$ cat src/rtl/rsq_pkg.sv
package rsq_pkg;

    // Phases of the resume sequence
    typedef enum logic [2:0] {
        ST_IDLE = 3'd0,
        ST_OSC  = 3'd1,
        ST_LEAD = 3'd2,
        ST_KDRV = 3'd3,
        ST_GAP  = 3'd4
    } rsq_state_e;

    // Registered outputs of the controller
    typedef struct packed {
        logic k_drive;
        logic osc_en;
        logic done;
    } rsq_out_t;

    // Resume signalling window in ticks
    localparam int unsigned K_MIN_TICKS = 1;
    localparam int unsigned K_MAX_TICKS = 15;

    function automatic int unsigned clamp_k(input int unsigned want);
        if (want < K_MIN_TICKS) return K_MIN_TICKS;
        if (want > K_MAX_TICKS) return K_MAX_TICKS;
        return want;
    endfunction

    function automatic int unsigned max3(input int unsigned a,
                                         input int unsigned b,
                                         input int unsigned c);
        int unsigned m;
        m = (a > b) ? a : b;
        return (m > c) ? m : c;
    endfunction

    function automatic int unsigned width_for(input int unsigned top);
        return (top < 2) ? 1 : $clog2(top + 1);
    endfunction

endpackage

$ cat src/rtl/rsq_osc_sync.sv
module rsq_osc_sync #(
    parameter int unsigned STAGES = 2
) (
    input  logic clk,
    input  logic rst,
    input  logic stable_async,
    output logic stable_sync
);
    generate
        if (STAGES <= 1) begin : g_single
            logic q;
            always_ff @(posedge clk) begin
                if (rst) q <= 1'b0;
                else     q <= stable_async;
            end
            assign stable_sync = q;
        end else begin : g_chain
            logic [STAGES-1:0] q;
            always_ff @(posedge clk) begin
                if (rst) q <= '0;
                else     q <= {q[STAGES-2:0], stable_async};
            end
            assign stable_sync = q[STAGES-1];
        end
    endgenerate
endmodule

$ cat src/rtl/rsq_tick_timer.sv
module rsq_tick_timer #(
    parameter int unsigned CNT_W = 4
) (
    input  logic             clk,
    input  logic             rst,
    input  logic             clear,
    input  logic             run,
    input  logic             tick,
    input  logic [CNT_W-1:0] limit,
    output logic             expire
);
    logic [CNT_W-1:0] cnt_q;

    assign expire = run && tick && (cnt_q == limit - 1'b1);

    always_ff @(posedge clk) begin
        if (rst || clear)      cnt_q <= '0;
        else if (run && tick)  cnt_q <= expire ? '0 : cnt_q + 1'b1;
    end

    AST_CNT_BELOW_LIMIT: assert property (@(posedge clk) disable iff (rst)
        run |-> (cnt_q < limit));
endmodule

$ cat src/rtl/rsq_ctrl.sv
module rsq_ctrl
    import rsq_pkg::*;
#(
    parameter int unsigned CNT_W      = 4,
    parameter int unsigned LEAD_TICKS = 5,
    parameter int unsigned KDRV_TICKS = 10,
    parameter int unsigned GAP_TICKS  = 5
) (
    input  logic             clk,
    input  logic             rst,
    input  logic             wake_req,
    input  logic             pwr_down,
    input  logic             osc_ok,
    input  logic             expire,
    output logic             clear,
    output logic             run,
    output logic [CNT_W-1:0] limit,
    output rsq_out_t         out
);
    rsq_state_e state_q, state_d;
    logic       fin;
    logic       done_q;

    always_comb begin
        state_d = state_q;
        fin     = 1'b0;
        unique case (state_q)
            ST_IDLE: if (wake_req) state_d = pwr_down ? ST_OSC : ST_LEAD;
            ST_OSC:  if (osc_ok)   state_d = ST_LEAD;
            ST_LEAD: if (expire)   state_d = ST_KDRV;
            ST_KDRV: if (expire) begin
                state_d = ST_GAP;
                fin     = 1'b1;
            end
            ST_GAP:  if (expire)   state_d = wake_req ? ST_KDRV : ST_IDLE;
            default: state_d = ST_IDLE;
        endcase
    end

    always_comb begin
        unique case (state_q)
            ST_LEAD: limit = CNT_W'(LEAD_TICKS);
            ST_KDRV: limit = CNT_W'(KDRV_TICKS);
            ST_GAP:  limit = CNT_W'(GAP_TICKS);
            default: limit = CNT_W'(1);
        endcase
    end

    assign clear = (state_d != state_q);
    assign run   = (state_q == ST_LEAD) || (state_q == ST_KDRV) || (state_q == ST_GAP);

    always_ff @(posedge clk) begin
        if (rst) begin
            state_q <= ST_IDLE;
            done_q  <= 1'b0;
        end else begin
            state_q <= state_d;
            done_q  <= fin;
        end
    end

    assign out.k_drive = (state_q == ST_KDRV);
    assign out.osc_en  = (state_q != ST_IDLE);
    assign out.done    = done_q;

    AST_DONE_SINGLE: assert property (@(posedge clk) disable iff (rst)
        out.done |=> !out.done);
    AST_DONE_AT_K_END: assert property (@(posedge clk) disable iff (rst)
        out.done |-> (!out.k_drive && $past(out.k_drive)));
    AST_K_WITH_OSC: assert property (@(posedge clk) disable iff (rst)
        out.k_drive |-> out.osc_en);
    AST_K_FROM_TIMER: assert property (@(posedge clk) disable iff (rst)
        $rose(out.k_drive) |-> $past(expire));
    AST_OSC_HOLD: assert property (@(posedge clk) disable iff (rst)
        (state_q == ST_OSC && !osc_ok) |=> (state_q == ST_OSC));
    AST_K_HOLD: assert property (@(posedge clk) disable iff (rst)
        (state_q == ST_KDRV && !expire) |=> out.k_drive);
endmodule

$ cat src/rtl/rsq_wakeup_seq.sv
module rsq_wakeup_seq
    import rsq_pkg::*;
#(
    parameter int unsigned LEAD_TICKS  = 5,
    parameter int unsigned K_TICKS     = 10,
    parameter int unsigned GAP_TICKS   = 5,
    parameter int unsigned SYNC_STAGES = 2
) (
    input  logic clk,
    input  logic rst,
    input  logic wake_req,
    input  logic pwr_down,
    input  logic osc_stable,
    input  logic tick_ms,
    output logic k_drive,
    output logic osc_en_req,
    output logic done_strobe
);
    localparam int unsigned K_EFF   = clamp_k(K_TICKS);
    localparam int unsigned TOP_CNT = max3(LEAD_TICKS, K_EFF, GAP_TICKS);
    localparam int unsigned CNT_W   = width_for(TOP_CNT);

    logic             osc_ok;
    logic             expire;
    logic             clear;
    logic             run;
    logic [CNT_W-1:0] limit;
    rsq_out_t         out;

    rsq_osc_sync #(.STAGES(SYNC_STAGES)) u_sync (
        .clk          (clk),
        .rst          (rst),
        .stable_async (osc_stable),
        .stable_sync  (osc_ok)
    );

    rsq_tick_timer #(.CNT_W(CNT_W)) u_timer (
        .clk    (clk),
        .rst    (rst),
        .clear  (clear),
        .run    (run),
        .tick   (tick_ms),
        .limit  (limit),
        .expire (expire)
    );

    rsq_ctrl #(
        .CNT_W      (CNT_W),
        .LEAD_TICKS (LEAD_TICKS),
        .KDRV_TICKS (K_EFF),
        .GAP_TICKS  (GAP_TICKS)
    ) u_ctrl (
        .clk      (clk),
        .rst      (rst),
        .wake_req (wake_req),
        .pwr_down (pwr_down),
        .osc_ok   (osc_ok),
        .expire   (expire),
        .clear    (clear),
        .run      (run),
        .limit    (limit),
        .out      (out)
    );

    assign k_drive     = out.k_drive;
    assign osc_en_req  = out.osc_en;
    assign done_strobe = out.done;
endmodule

$ cat config.mk
export PLATFORM = sky130hd
export DESIGN_NAME = rsq_wakeup_seq
export DESIGN_NICKNAME = d
export VERILOG_FILES = /design/src/rtl/rsq_pkg.sv /design/src/rtl/rsq_osc_sync.sv /design/src/rtl/rsq_tick_timer.sv /design/src/rtl/rsq_ctrl.sv /design/src/rtl/rsq_wakeup_seq.sv
export SDC_FILE = /design/constraint.sdc
export NUM_CORES = 1
export LEC_CHECK = 0
export ABC_AREA = 1
export ABC_CLOCK_PERIOD_IN_PS = 2550
export BUFFER_PORTS_ARGS = -buffer_cell sky130_fd_sc_hd__clkbuf_2
export CAP_MARGIN = 20
export CORE_MARGIN = 2
export CORE_UTILIZATION = 39
export CTS_BUF_LIST = sky130_fd_sc_hd__clkbuf_8 sky130_fd_sc_hd__clkbuf_16
export CTS_CLUSTER_SIZE = 28
export DETAILED_ROUTE_END_ITERATION = 10
export GPL_TIMING_DRIVEN = 0
export PLACE_DENSITY_LB_ADDON = 0.08
export RECOVER_POWER = 100
export SETUP_SLACK_MARGIN = 0.5
export SYNTH_ARGS = -nofsm -noshare
export SYNTH_HDL_FRONTEND = slang
export SYNTH_SLANG_ARGS = --single-unit
export TNS_END_PERCENT = 50
$ cat constraint.sdc
create_clock -name clk -period 2.55 [get_ports clk]
set_input_delay 0.3825 -clock clk [delete_from_list [all_inputs] [get_ports clk]]
set_output_delay 0.3825 -clock clk [all_outputs]
set_load 0.01 [all_outputs]
## Yosys cells after proc, flatten, opt, wreduce, memory -nomap -nowiden

Cells that the tools add are included.

- Flip-flop bits (word level): 10
- Input bits: 6
- Output and inout bits: 3
- Logic and storage cells: 33

- Add/subtract/negate cells: 2
- Equality and inequality tests: 6
- Mux-type cells: 11
- Bitwise gates (word level): 1
- Reduce and logical (&&, ||, !) cells: 9

Operator list:

| operator | count |
|---|---|
| 3-bit 2-to-1 mux | 5 |
| 3-bit one-hot mux with 5 select lines | 1 |
| 4-bit one-hot mux with 2 select lines | 1 |
| 3-bit by 2-bit == test with 1-bit output (second input constant) | 2 |
| 4-bit by 1-bit adder with 4-bit output (second input constant) | 1 |
| 4-bit == test | 1 |
| 2-bit 2-to-1 mux | 2 |
| 4-bit 2-to-1 mux | 1 |
| 2-bit OR reduction | 2 |
| 4-bit by 1-bit subtractor with 4-bit output (second input constant) | 1 |
| 3-bit by 1-bit == test with 1-bit output (second input constant) | 1 |
| 3-bit == test (second input constant) | 1 |
| 3-bit zero test | 1 |
| 1-bit logical OR | 3 |
| 3-bit != test | 1 |
| 3-bit nonzero test | 1 |
| 1-bit logical AND | 2 |
| 1-bit 2-to-1 mux | 1 |
| 1-bit NOT | 1 |

## Longest topological paths before layout

Gate-level depths: netlist (run 1).

- Depth in word-level cells: 10
- Gate-level depth with buffers: 13
- Depth with buffers taken out: 13

## By module

Synthesis (run 1) repeated with hierarchy kept, for this count alone.

- Cells, all modules: 123
- Area, all modules: 777.0 um^2

Modules (own cells, without submodules):

| module | instances | cells each | area an instance (um^2) | sequential area each (um^2) |
|---|---|---|---|---|
| rsq_ctrl | 1 | 61 | 366.6 | 80.1 |
| rsq_tick_timer | 1 | 56 | 355.3 | 80.1 |
| rsq_osc_sync | 1 | 6 | 55.1 | 40.0 |

## Worst setup path before layout (run 1)

OpenSTA, ideal clock, no wires.

- Kind: reg2reg
- Start: register u_ctrl.state_q[1]
- End: register u_timer.cnt_q[1]
- Library setup time: 0.118 ns
- Arrival: 1.388 ns
- Data required time: 2.432 ns
- Slack: 1.043 ns
- Stages on the path, launching flop included: 12
- Buffers on the path: 0
- Clock period less this slack: 1.507 ns
- Cells stage by stage: dfxtp_1 > nand3_2 > nand2_1 > nand2_1 > nor2_2 > nand3_4 > clkinv_1 > nand3_1 > a21oi_1 > nor2_1 > nand2_1 > nor2_1

- Cells in the longest elaborated chain, start to end: 10

Ends and longest elaborated chain:

| item | line | RTL |
|---|---|---|
| from (decl) | rsq_ctrl.sv:20 | `rsq_state_e state_q, state_d;` |
| from (signal assigned) | rsq_ctrl.sv:57 | `state_q <= state_d;` |
| 3-bit == test / 3-bit by 2-bit == test with 1-bit output (equally long branches) | rsq_ctrl.sv:27, rsq_ctrl.sv:41, rsq_ctrl.sv:50 |  |
| 2-bit OR reduction (no line) | - |  |
| 4-bit one-hot mux with 2 select lines | rsq_ctrl.sv:41 | `unique case (state_q)` |
| 4-bit by 1-bit subtractor with 4-bit output | rsq_tick_timer.sv:14 | `assign expire = run && tick && (cnt_q == limit - 1'b1);` |
| 4-bit == test | rsq_tick_timer.sv:14 |  |
| 1-bit logical AND | rsq_tick_timer.sv:14 |  |
| 3-bit 2-to-1 mux (on tied branches) | rsq_ctrl.sv:35, rsq_ctrl.sv:30, rsq_ctrl.sv:31 |  |
| 3-bit one-hot mux with 5 select lines | rsq_ctrl.sv:27 | `unique case (state_q)` |
| 3-bit != test | rsq_ctrl.sv:49 | `assign clear = (state_d != state_q);` |
| 1-bit logical OR | rsq_tick_timer.sv:17 | `if (rst \|\| clear) cnt_q <= '0;` |
| to (signal assigned) | rsq_tick_timer.sv:18 | `else if (run && tick) cnt_q <= expire ? '0 : cnt_q + 1'b1;` |
| to (decl) | rsq_tick_timer.sv:12 | `logic [CNT_W-1:0] cnt_q;` |

Parallel ways exist; a longest one is shown, timed or not.
A chain may end at the register's enable or synchronous reset.

## Worst setup path after layout (run 1)

- Start: register u_ctrl.state_q[2]
- End: register u_timer.cnt_q[1]

The elaborated chain is that of the path after synthesis.

==> results of run 1 <==
[state kept, by name, indices dropped and copies added, names as in the netlist]
| signal | count |
|---|---|
| u_ctrl.done_q | 1 |
| u_ctrl.state_q | 3 |
| u_sync.g_chain.q | 2 |
| u_timer.cnt_q | 4 |
[through the flow]
| step | total power, mW | utilization, % | area, um^2 |
|---|---|---|---|
| after floorplan | 0.364 | - | 632 |
| after global placement | 0.412 | 45.9 | 692 |
| after detailed placement | 0.412 | 45.9 | 692 |
| after CTS | 0.612 | 49.6 | 747 |
| after global routing | 0.634 | 47.9 | 722 |
| final | 0.585 | 47.9 | 722 |
[synth_stat cells]
cell / n
nand2_1: 25
nor2_1: 14
inv_1: 13
nand3_1: 11
dfxtp_1: 10
a21oi_1: 5
inv_2: 5
nor2_2: 3
o21ai_0: 3
nand3_2: 2
nor3_1: 2
a21boi_4: 1
a22oi_1: 1
clkinv_1: 1
ha_1: 1
nand3_4: 1
nand4_1: 1
o211ai_1: 1
[worst reg2reg max path, stage by stage, from the launching register on]
cell      delay, ns
dfxtp_1        0.45
nand3_2        0.17
a21boi_4       0.26
nand3_1        0.28
nor2_1         0.27
inv_2          0.07
nand3_1        0.07
nand2_1        0.05
nor2_1         0.09
nand2_1        0.12
nor2_1         0.10
[worst max path at each step]
stage                                 start                to  slack (ns)  depth (start not counted)
after floorplan           u_ctrl.state_q[1]  u_timer.cnt_q[1]        1.04                         11
after global placement    u_ctrl.state_q[2]  u_timer.cnt_q[1]        0.80                         10
final                     u_ctrl.state_q[2]  u_timer.cnt_q[1]        0.56                         10
after detailed placement  u_ctrl.state_q[2]  u_timer.cnt_q[0]        0.78                         10
after global routing      u_ctrl.state_q[1]  u_timer.cnt_q[0]        0.38                         12
after CTS                 u_ctrl.state_q[2]  u_timer.cnt_q[0]        0.77                         10
[logic make-up (layout without fill, tap and decap cells)]
logic type / after synthesis / count (layout) / synth area share [%]
compound gates: 11 / 11 / 11.7
fa+ha+maj: 1 / 1 / 1.98
buf+inv: 19 / 31 / 11.3
flops: 10 / 10 / 31.7
simple gates: 59 / 59 / 43.4
[routing by layer]
metal	routed length, um	share of wire (%)
met5	0	0
met4	8	0.66
met3	29	2.4
met2	528	44
met1	643	53
[where the power goes]
| group | internal, mW | switching, mW | leakage (nW) |
|---|---|---|---|
| clock | 0.135 | 0.0574 | 0.0288 |
| combinational | 0.0740 | 0.131 | 0.255 |
| sequential | 0.172 | 0.0167 | 0.0815 |
[layout make-up]
type	instances	area (um^2)	share of cell area [%]
inverters	19	71.3	9.88
repair buffers	8	37.5	5.20
clock buffers	4	55.1	7.63
well taps	16	20.0	2.77
flip-flops and latches	10	200	27.7
multi-input cells	71	338	46.8
==> metrics.txt, run 1 <==
met3 Use GR=1.22%; cell mode on critical path=nor2_1; Placed Instances=124; R2R setup slack=0.56 ns; clk buf depth=2; Routed Antenna Nets=0; Pleak=0.366 nW; Inserted Clock Buffers=3; CP required=2.72 ns; final hold violation count=0; Worst setup EP type=flip-flop; Die Height=44.3 um; via count=619; Buffers on Ports=8; fmax=504 MHz; Root Driver=clkbuf_8; final hold slack=0.340 ns; grt ovf=0; # rows=14; commonest non-fill, non-tap cell in the layout=nand2_1; Setup Viol. Count Final=0; die area=1960 um^2; Initial Util=41.9%; GR Layer Usage met2=22.4%; antenna violations before repair=0; die width=44.3 um; worst-margin pin slew=0.304 ns; Post-Syn Instances=100; H-tree Lvls=1; Layout Nets=120; critical path cell sequence=nand3_2 > a21boi_4 > nand3_1 > nor2_1 > inv_2 > nand3_1 > nand2_1 > nor2_1 > nand2_1 > nor2_1; startpoint types=flip-flop; Worst Reg-to-Reg Cells=10; # IOs=9; Power per Cell Area=811 nW/um^2; fin. max-slew vios=0; number of global-route vias before repair=533; Crit-path slowest cell=dfxtp_1; # fillers=165; Max Cap Viol=0; Max VDD drop=0.531 mV; Resized Gates After CTS=0; routability congestion estimate=0.793; syn avg cell area=6.32 um^2; kind of critical path=flip-flop to flip-flop; Yosys top cell area share=31.7%; CTS tree=built; reg2reg start=u_ctrl.state_q[2]; Reg2Reg Capture Point=u_timer.cnt_q[1]; vias per inst=4.84; Syn Nets=107; post-synthesis cell type count=18; share of post-route cells with drive strength above 1=15.2%; sequential element share of the synthesized area=31.7%; CP delay by family, top=simple AND/OR/NAND/NOR gates; largest net degree at the start of global routing=9; Hold Path Class=primary input to flip-flop; DR iter-0 viols=6; commonest cells after routing, fill and taps aside=nand2_1 (25), nor2_1 (16), inv_1 (14); max_slew headroom=79.7%; detailed-route DRC error count=0; Synth Warn #=0; routed length per placed instance=9.45 um; RSZ-0062 raised after global routing=no; Clock Latency Late Sink=0.23 ns; hold depth=3; hold buffers post-CTS=0; Final Critical Period=1.99 ns; slowest stage delay, CP=0.45 ns; area grow syn2layout=14.3%; non-filler cells, final=128; post-synth top area cell=dfxtp_1; Hold Path End=u_sync.g_chain.q[0]; CTS clk-pin slew, worst paths=0.05 ns; routed wire length=1210 um; TNS Setup=0 ns; hold path startpoint=osc_stable; setup ws final=0.565 ns; drt pass-1 iters=3; synthesized flop and latch total=10; status=finished clean; gr busiest metal=met2; Crit Path Max Fanout=8; placed wire-length estimate=990 um; clock skew=0.00326 ns; largest cells by area after synthesis=dfxtp_1 (32%), nand2_1 (15%), nand3_1 (8.7%), nor2_1 (8.3%), inv_1 (7.7%); Final Cycle Share=77.8%; Core Area=1510 um^2; GRT Util Overall=14.3%; n_diodes=0; global-route wire length before repair=2050 um; buffers inserted by post-CTS timing repair=0; Synth Cell Area=632 um^2; WP buf/inv=1; met1 usage=18.2%; CTS Sinks=10; post-place setup slack=0.782 ns; CP arrival=2.15 ns
Note: power is estimated with default switching activity, not from simulation.
==> inputs of run 2 (changes only) <==
ABC_CLOCK_PERIOD_IN_PS = 2020   (was 2550)
clock period = 2.02 ns   (was 2.55 ns; I/O delays follow)
==> run 2 against run 1 <==
Net effect: total power grew 47%; via count grew 7.8%; register-to-register slack lost 0.23 ns; maximum frequency grew 18%.
==> metrics.txt, run 2 (synthesis gave the netlist of run 1 again) <==
status=finished clean; NetSw=0.318 mW; die area=1960 um^2; routed wire length=1380 um; design area=873 um^2; Layout Nets=128; routed length per placed instance=10.2 um; DR iter-0 viols=5; commonest non-fill, non-tap cell in the layout=nand2_1; grt ovf=0; CTS clk-pin slew, worst paths=0.05 ns; CP arrival=1.85 ns; antenna violations before repair=0; Crit Path Max Fanout=8; Worst setup EP type=flip-flop; Post-Route Utilization=58.0%; detailed-route DRC error count=0; hold buffers post-CTS=0; largest net degree at the start of global routing=9; RSZ-0062 raised after global routing=yes; Placed Instances=124; Biggest register=u_timer.cnt_q; commonest cells after routing, fill and taps aside=nand2_1 (18), nor2_1 (15), inv_1 (14); Pleak=0.418 nW; fmax=593 MHz; cell-internal power=0.543 mW; global-route wire length before repair=2300 um; max reg flops=4; GRT Util Overall=16.0%; CP required=2.18 ns; Die Height=44.3 um; Largest regs=u_timer.cnt_q (4), u_ctrl.state_q (3), u_sync.g_chain.q (2); reg2reg start=u_ctrl.state_q[2]; routability congestion estimate=0.793; area grow syn2layout=38.2%; startpoint types=flip-flop; Hold Path End=u_sync.g_chain.q[0]; # fillers=154; CTS Sinks=10; Initial Util=41.9%; setup ws final=0.335 ns; overall power=0.861 mW; kind of critical path=flip-flop to flip-flop; Hold Path Class=primary input to flip-flop; Final Cycle Share=83.4%; placed wire-length estimate=990 um; Core Area=1510 um^2; final hold violation count=0; number of global-route vias before repair=582; power share of the combinational group=41.4%; Inserted Clock Buffers=3; Routed Antenna Nets=0; R2R setup slack=0.33 ns; die width=44.3 um; vias per inst=4.90; max_slew headroom=82.8%; post-place setup slack=0.252 ns; Root Driver=clkbuf_8; Worst Reg-to-Reg Cells=13; hold depth=3; drt pass-1 iters=4; via count=667; final hold slack=0.261 ns; Max Cap Viol=0; fin. max-slew vios=0; worst-margin pin slew=0.259 ns; Reg2Reg Capture Point=u_timer.cnt_q[0]; H-tree Lvls=1; TNS Setup=0 ns; CTS tree=built; # IOs=9; clock skew=0.00397 ns; Max VDD drop=0.719 mV; Final Critical Period=1.69 ns; sequential share of power=30.1%; DP Area=692 um^2; hold path startpoint=osc_stable; # rows=14; non-filler cells, final=136; n_diodes=0; Power per Cell Area=986 nW/um^2; share of post-route cells with drive strength above 1=35.0%; Clock Latency Late Sink=0.23 ns; Sw Share=36.9%; Setup Viol. Count Final=0; Clk pwr share=28.4%; clk buf depth=2; Buffers on Ports=8
==> run 2: cell types whose count changed in the layout (fill, tap and decap cells not counted), sizes merged <==
cell / change
inv: +1
buf: +8
clkinv: -1
==> run 2: worst max path at each step <==
stage	cells after the start	start	end	slack, ns
6_report	13	u_ctrl.state_q[2]	u_timer.cnt_q[0]	0.33
5_1_grt	14	u_ctrl.state_q[2]	u_timer.cnt_q[0]	0.16
4_1_cts	13	u_ctrl.state_q[2]	u_timer.cnt_q[0]	0.43
3_5_place_dp	10	u_ctrl.state_q[2]	u_timer.cnt_q[0]	0.25
3_3_place_gp	10	u_ctrl.state_q[2]	u_timer.cnt_q[1]	0.27
2_1_floorplan	11	u_ctrl.state_q[1]	u_timer.cnt_q[1]	0.51
==> run 2: cell type report <==
class	count	area (um^2)	share of cell area (%)
Clock buffer	4	55.1	6.30
Tap cell	16	20.0	2.29
Timing Repair Buffer	16	95.1	10.9
Multi-Input combinational cell	71	414	47.4
Sequential cell	10	210	24.1
Inverter	19	78.8	9.03
==> run 2: critical path, stage by stage, from the launching register on <==
cell and delay [ns]:
dfxtp_4 0.36, inv_4 0.08, nand3_4 0.07, nand2_2 0.07
nand2_2 0.04, nor2_1 0.20, nand3_4 0.18, nor2_4 0.14
inv_2 0.06, nand3_2 0.05, nand2_1 0.05, nor2_1 0.12
nand2_2 0.10, nor2_1 0.11
==> run 2: metal layers <==
metal	track usage [%]	wire, um	vias to the layer above
met1	20.4	681	299
li1	-	-	355
met3	1.22	41	2
met2	25.6	652	11
met5	0	0	-
met4	10.9	8	0
==> run 2: timing repair <==
item                       CTS  global route
setup endpoints to repair    4             4
pin swaps                    6            11
gates resized for setup     12            14
gates cloned                 0             0
setup buffers                7             1
==> run 2: power by group through the flow <==
stage | logic (mW) | registers [mW] | clock network (mW)
finish | 0.357 | 0.260 | 0.245
global route | 0.406 | 0.263 | 0.254
CTS | 0.336 | 0.253 | 0.254
detailed placement | 0.276 | 0.245 | 0
global placement | 0.275 | 0.245 | 0
floorplan | 0.220 | 0.239 | 0
